[src/rtl/fpstk_pkg.sv]
package fpstk_pkg;
  typedef enum logic [2:0] {
    OP_IDLE  = 3'd0,
    OP_PUSH  = 3'd1,
    OP_POP   = 3'd2,
    OP_READ  = 3'd3,
    OP_WRITE = 3'd4,
    OP_EMPTY = 3'd5
  } stk_op_e;

  // returned instead of slot contents when an empty slot is read
  localparam logic [63:0] QNAN_PAT = 64'h7FF8_0000_0000_0000;
endpackage

[src/rtl/fpstk_ptr.sv]
module fpstk_ptr #(
  parameter int unsigned DEPTH = 8,
  localparam int unsigned PW = $clog2(DEPTH)
) (
  input  logic          clk_i,
  input  logic          rst_ni,
  input  logic          push_i,
  input  logic          pop_i,
  input  logic          clr_i,
  output logic [PW-1:0] top_o
);
  localparam logic [PW-1:0] ONE = PW'(1);

  logic [PW-1:0] top_q;

  // DEPTH is a power of two, so PW-bit arithmetic wraps modulo DEPTH
  always_ff @(posedge clk_i or negedge rst_ni) begin
    if (!rst_ni)     top_q <= '0;
    else if (clr_i)  top_q <= '0;
    else if (push_i) top_q <= top_q - ONE;
    else if (pop_i)  top_q <= top_q + ONE;
  end

  assign top_o = top_q;
endmodule

[src/rtl/fpstk_file.sv]
module fpstk_file #(
  parameter int unsigned DW    = 64,
  parameter int unsigned DEPTH = 8,
  localparam int unsigned PW = $clog2(DEPTH)
) (
  input  logic             clk_i,
  input  logic             rst_ni,
  input  logic [PW-1:0]    sel_i,
  input  logic             wr_en_i,
  input  logic [DW-1:0]    wr_data_i,
  input  logic             free_en_i,
  input  logic             clr_all_i,
  output logic [DW-1:0]    rd_data_o,
  output logic             rd_tag_o,
  output logic [DEPTH-1:0] tags_o
);
  logic [DEPTH-1:0][DW-1:0] val_flat;
  logic [DEPTH-1:0]         tag_flat;

  for (genvar s = 0; s < DEPTH; s++) begin : g_slot
    logic [DW-1:0] val_q;
    logic          full_q;
    logic          hit;

    assign hit = (sel_i == PW'(s));

    always_ff @(posedge clk_i or negedge rst_ni) begin
      if (!rst_ni) begin
        val_q  <= '0;
        full_q <= 1'b0;
      end else if (clr_all_i) begin
        val_q  <= '0;
        full_q <= 1'b0;
      end else if (wr_en_i && hit) begin
        val_q  <= wr_data_i;
        full_q <= 1'b1;
      end else if (free_en_i && hit) begin
        full_q <= 1'b0;
      end
    end

    assign val_flat[s] = val_q;
    assign tag_flat[s] = full_q;
  end

  assign rd_data_o = val_flat[sel_i];
  assign rd_tag_o  = tag_flat[sel_i];
  assign tags_o    = tag_flat;
endmodule

[src/rtl/fpstk_fault.sv]
module fpstk_fault (
  input  logic clk_i,
  input  logic rst_ni,
  input  logic uf_evt_i,
  input  logic of_evt_i,
  input  logic clr_i,
  output logic uflow_o,
  output logic oflow_o
);
  logic uf_q, of_q;

  // set has priority over clear
  always_ff @(posedge clk_i or negedge rst_ni) begin
    if (!rst_ni) begin
      uf_q <= 1'b0;
      of_q <= 1'b0;
    end else begin
      uf_q <= uf_evt_i | (uf_q & ~clr_i);
      of_q <= of_evt_i | (of_q & ~clr_i);
    end
  end

  assign uflow_o = uf_q;
  assign oflow_o = of_q;
endmodule

[src/rtl/fp_reg_stack.sv]
module fp_reg_stack
  import fpstk_pkg::*;
#(
  parameter int unsigned DW    = 64,
  parameter int unsigned DEPTH = 8,
  localparam int unsigned PW = $clog2(DEPTH)
) (
  input  logic             clk_i,
  input  logic             rst_ni,
  input  logic [2:0]       op_i,
  input  logic [PW-1:0]    idx_i,
  input  logic [DW-1:0]    wdata_i,
  input  logic             flt_clr_i,
  output logic [DW-1:0]    rdata_o,
  output logic [PW-1:0]    top_o,
  output logic [DEPTH-1:0] tags_o,
  output logic             uflow_o,
  output logic             oflow_o
);
  localparam logic [PW-1:0] ONE     = PW'(1);
  localparam logic [DW-1:0] NAN_VAL = DW'(QNAN_PAT);

  logic do_push, do_pop, do_read, do_write, do_empty;
  logic [PW-1:0] top, sel;
  logic [DW-1:0] slot_data;
  logic          slot_full;
  logic [DW-1:0] rdata_q;

  assign do_push  = (op_i == OP_PUSH);
  assign do_pop   = (op_i == OP_POP);
  assign do_read  = (op_i == OP_READ);
  assign do_write = (op_i == OP_WRITE);
  assign do_empty = (op_i == OP_EMPTY);

  // one physical slot is touched per command
  always_comb begin
    if (do_push)                sel = top - ONE;
    else if (do_read || do_write) sel = top + idx_i;
    else                        sel = top;
  end

  fpstk_ptr #(.DEPTH(DEPTH)) u_ptr (
    .clk_i  (clk_i),
    .rst_ni (rst_ni),
    .push_i (do_push),
    .pop_i  (do_pop),
    .clr_i  (do_empty),
    .top_o  (top)
  );

  fpstk_file #(.DW(DW), .DEPTH(DEPTH)) u_file (
    .clk_i     (clk_i),
    .rst_ni    (rst_ni),
    .sel_i     (sel),
    .wr_en_i   (do_push | do_write),
    .wr_data_i (wdata_i),
    .free_en_i (do_pop),
    .clr_all_i (do_empty),
    .rd_data_o (slot_data),
    .rd_tag_o  (slot_full),
    .tags_o    (tags_o)
  );

  fpstk_fault u_fault (
    .clk_i    (clk_i),
    .rst_ni   (rst_ni),
    .uf_evt_i ((do_pop | do_read) & ~slot_full),
    .of_evt_i (do_push & slot_full),
    .clr_i    (flt_clr_i),
    .uflow_o  (uflow_o),
    .oflow_o  (oflow_o)
  );

  always_ff @(posedge clk_i or negedge rst_ni) begin
    if (!rst_ni)                rdata_q <= '0;
    else if (do_pop || do_read) rdata_q <= slot_full ? slot_data : NAN_VAL;
  end

  assign rdata_o = rdata_q;
  assign top_o   = top;
endmodule

[config.mk]
export PLATFORM = sky130hd
export DESIGN_NAME = fp_reg_stack
export DESIGN_NICKNAME = d
export VERILOG_FILES = /design/src/rtl/fpstk_pkg.sv /design/src/rtl/fpstk_ptr.sv /design/src/rtl/fpstk_file.sv /design/src/rtl/fpstk_fault.sv /design/src/rtl/fp_reg_stack.sv
export SDC_FILE = /design/constraint.sdc
export NUM_CORES = 1
export LEC_CHECK = 0
export BUFFER_PORTS_ARGS = -buffer_cell sky130_fd_sc_hd__buf_2
export CORE_MARGIN = 8
export CORE_UTILIZATION = 40
export DETAILED_ROUTE_END_ITERATION = 10
export SKIP_CTS_REPAIR_TIMING = 1
export SLEW_MARGIN = 30
export SYNTH_ARGS = -nofsm -noshare
export SYNTH_HDL_FRONTEND = slang
export SYNTH_SLANG_ARGS = --single-unit
[constraint.sdc]
create_clock -name clk_i -period 5.5 [get_ports clk_i]
set_clock_uncertainty 0.2 [all_clocks]
set_input_delay 0.825 -clock clk_i [delete_from_list [all_inputs] [get_ports clk_i]]
set_output_delay 0.825 -clock clk_i [all_outputs]
set_load 0.02 [all_outputs]
==> impl_metrics.csv <==
group,metric,value,unit
global_route,grt_overflow,0,
final_layout,area_growth,12.1,%
final_layout,fin_util,0.453,
critical_path,start_kind,"flop",
critical_path,cp-end-kind,"flop",
placed_design,place.gp.congestion,0.769,
status,outcome,"finished with violations",
critical_path,required,5.80,ns
power_and_ir_drop,ir_drop,0.487,mV
critical_path,arrival,4.47,ns
detailed_routing,drtAntennaViolNets,0,
final_layout,drive_gt1_frac,0.116,
cts,cts_htree_levels,3,
critical_path,path_class,"flop to flop",
logic_synthesis,ys_top_cells_by_area,"dfrtp_1 (52%), nand2_1 (19%), nand3_1 (12%), buf_2 (2.7%), clkbuf_1 (1.7%)",
logic_synthesis,ys_ff_latch,589,
power_and_ir_drop,powerDensity,499,nW/um^2
cts,cts-buffers-inserted,67,
cts,cts_buffer_depth,3,
floorplan,die_x,282,um
power_and_ir_drop,leakagePower,16.4,nW
logic_synthesis,yosysTopAreaCell,"dfrtp_1",
cts,insertion_delay,0.62,ns
cts,cts_root_buf,"clkbuf_16",
logic_synthesis,synth_cells,3492,
sta,tns,0,ns
sta,slew_violations,0,
logic_synthesis,seq_area_frac_synth,0.520,
status,violations,"negative hold slack",
logic_synthesis,synth_common_cells,"nand2_1 (1449), nand3_1 (693), dfrtp_1 (589), buf_2 (153), clkbuf_1 (127)",
floorplan,start_util,0.404,
global_route,antenna_found_initial,10,
logic_synthesis,syn-num-nets,3569,
hold_path,worstHoldPathType,"primary input to asynchronous set/reset pin",
sta,hold_viol,1,
global_route,grt_pass1_vias,24229,
critical_path,ff2ff_path_depth,10,
final_layout,nNetsFinal,3494,
sta,setup_viol,0,
floorplan,pin_count,150,
floorplan,rows,97,
logic_synthesis,netlist.area_leader.share,0.520,
run,maxCapViolCount,0,
sta,rsz0062_at_grt,"false",
detailed_routing,via_per_inst,5.68,
logic_synthesis,synth-edff-count,0,
global_route,grt_start_max_net_pins,134,
sta,fin_crit_sh,0.759,
logic_synthesis,synth_ff_type,"dfrtp_1",
cts,cts_sinks,589,
detailed_routing,avgRoutedWirePerCell,21.7,um
global_route,grt_usage,0.237,
sta,max-slew-margin-rel,0.300,
logic_synthesis,syn-cell-area,28300,um^2
sta,period_needed,4.17,ns
sta,tightest_slew,1.05,ns
cts,cts_tree,"done",
detailed_routing,wirelength,95700,um
sta,max_freq,240,MHz
placed_design,dp_hpwl,49600,um
detailed_routing,drc,0,
logic_synthesis,async_flop_share,1.00,
floorplan,dieArea,79600,um^2
detailed_routing,firstDrtPassIters,6,
detailed_routing,num_vias,25058,
logic_synthesis,ys_warn_count,0,
critical_path,crit_fanout,39,
cts,clkTransAtPathRegs,0.06,ns
logic_synthesis,yosysMostFrequentCell,"nand2_1",
detailed_routing,drtIter0Drc,2727,
global_route,grt_pass1_wl,148000,um
floorplan,core-area,70100,um^2
sta,hold_ws,-0.00701,ns
logic_synthesis,synth.distinct_cells,58,
floorplan,die_h,282,um
logic_synthesis,syn_area_per_cell,8.12,um^2
placed_design,io_buffer_count,149,
[critical path: stages, from the launching register on]
cell and delay [ns]:
dfrtp_1 0.52, ha_1 0.27, fa_1 0.41, xor2_1 0.28, xnor2_1 0.20, a22oi_2 0.21
nor2_1 0.59, nand3_4 0.72, buf_12 0.45, nand3_1 0.10, nand2_1 0.07
[power by group]
part           switching, W  leakage, nW  internal [W]
clock network       0.00188         1.07       0.00260
logic               0.00331         7.33       0.00172
registers          0.000755         7.97       0.00560
[metrics by stage]
| stage | cell area (um^2) | instances | setup WS [ns] | total power, W |
|---|---|---|---|---|
| after floorplan | 28300 | 3492 | 2.06 | 0.00974 |
| after global placement | 29600 | 4288 | 1.06 | 0.0114 |
| after detailed placement | 29600 | 4288 | 1.02 | 0.0114 |
| after CTS | 31800 | 4409 | 1.34 | 0.0159 |
| after global routing | 31800 | 4412 | 1.11 | 0.0168 |
| final | 31800 | 4414 | 1.33 | 0.0159 |
[metal layers]
| metal | GRT usage | up-vias | share of wire |
|---|---|---|---|
| li1 | - | 11469 | - |
| met2 | 0.371 | 958 | 0.46 |
| met5 | 0 | - | 0.00051 |
| met4 | 0.0816 | 6 | 0.025 |
| met3 | 0.0351 | 179 | 0.074 |
| met1 | 0.334 | 12446 | 0.44 |
[worst paths after layout]
kind	end	start	slack, ns
max in group asynchronous	u_file.g_slot[3].val_q[10]$_DFFE_PN0P_	rst_ni	3.88
worst min register to register	u_file.g_slot[7].val_q[31]$_DFFE_PN0P_	u_file.g_slot[7].val_q[31]$_DFFE_PN0P_	0.29
worst min-delay path	rdata_o[45]$_DFFE_PN0P_	rst_ni	-0.007
min in group clk_i	u_fault.uflow_o$_DFF_PN0_	flt_clr_i	0.21
worst max register to register	u_file.g_slot[3].val_q[4]$_DFFE_PN0P_	u_ptr.top_o[0]$_DFFE_PN0P_	1.33
worst max-delay path	u_file.g_slot[3].val_q[4]$_DFFE_PN0P_	u_ptr.top_o[0]$_DFFE_PN0P_	1.33
[cell type report]
class | count | area (um^2)
fillers | 6956 | 38400
well taps | 940 | 1180
repair buffers | 212 | 1570
clock buffers | 98 | 1930
flip-flops and latches | 589 | 14700
multi-input cells | 2539 | 12100
clock inverters | 23 | 233
diodes | 5 | 12.5
inverters | 8 | 30.0
[registers in the layout, indices dropped and copies added (netlist names)]
name                  flops
u_file.g_slot.val_q     512
u_ptr.top_o               3
u_file.g_slot.full_q      8
u_fault.oflow_o           1
u_fault.uflow_o           1
rdata_o                  64
[cells in the final DEF (no fill, tap or decap), types with 2 or more instances in the layout]
| master | count |
|---|---|
| o21ai_0 | 14 |
| clkbuf_1 | 18 |
| nand3_4 | 4 |
| buf_12 | 27 |
| nand2_2 | 4 |
| nand3_1 | 690 |
| nor3_1 | 3 |
| inv_6 | 5 |
| xnor2_1 | 4 |
| bufinv_16 | 3 |
| buf_4 | 36 |
| clkbuf_8 | 12 |
| ha_1 | 3 |
| and3_1 | 54 |
| a221oi_1 | 2 |
| a311oi_1 | 52 |
| clkbuf_16 | 68 |
| nand2_1 | 1443 |
| nand2b_1 | 2 |
| a21oi_1 | 10 |
| dfrtp_1 | 589 |
| buf_2 | 148 |
| clkinv_2 | 11 |
| a22o_1 | 52 |
| nand2_4 | 4 |
| a22oi_2 | 2 |
| a211oi_1 | 59 |
| nor2b_1 | 3 |
| a31o_2 | 53 |
| nor3_4 | 8 |
| nor2_1 | 27 |
| inv_1 | 7 |
| a31oi_1 | 16 |
| diode_2 | 5 |
[logic make-up after synthesis]
kind of cell | share of synthesized area
xor+xnor | 0.00154
simple gates | 0.339
flops | 0.520
mux | 0.000397
buf+inv | 0.0583
fa+ha+maj | 0.00238
compound gates | 0.0787
No activity file was read; power rests on OpenSTA's default activity.
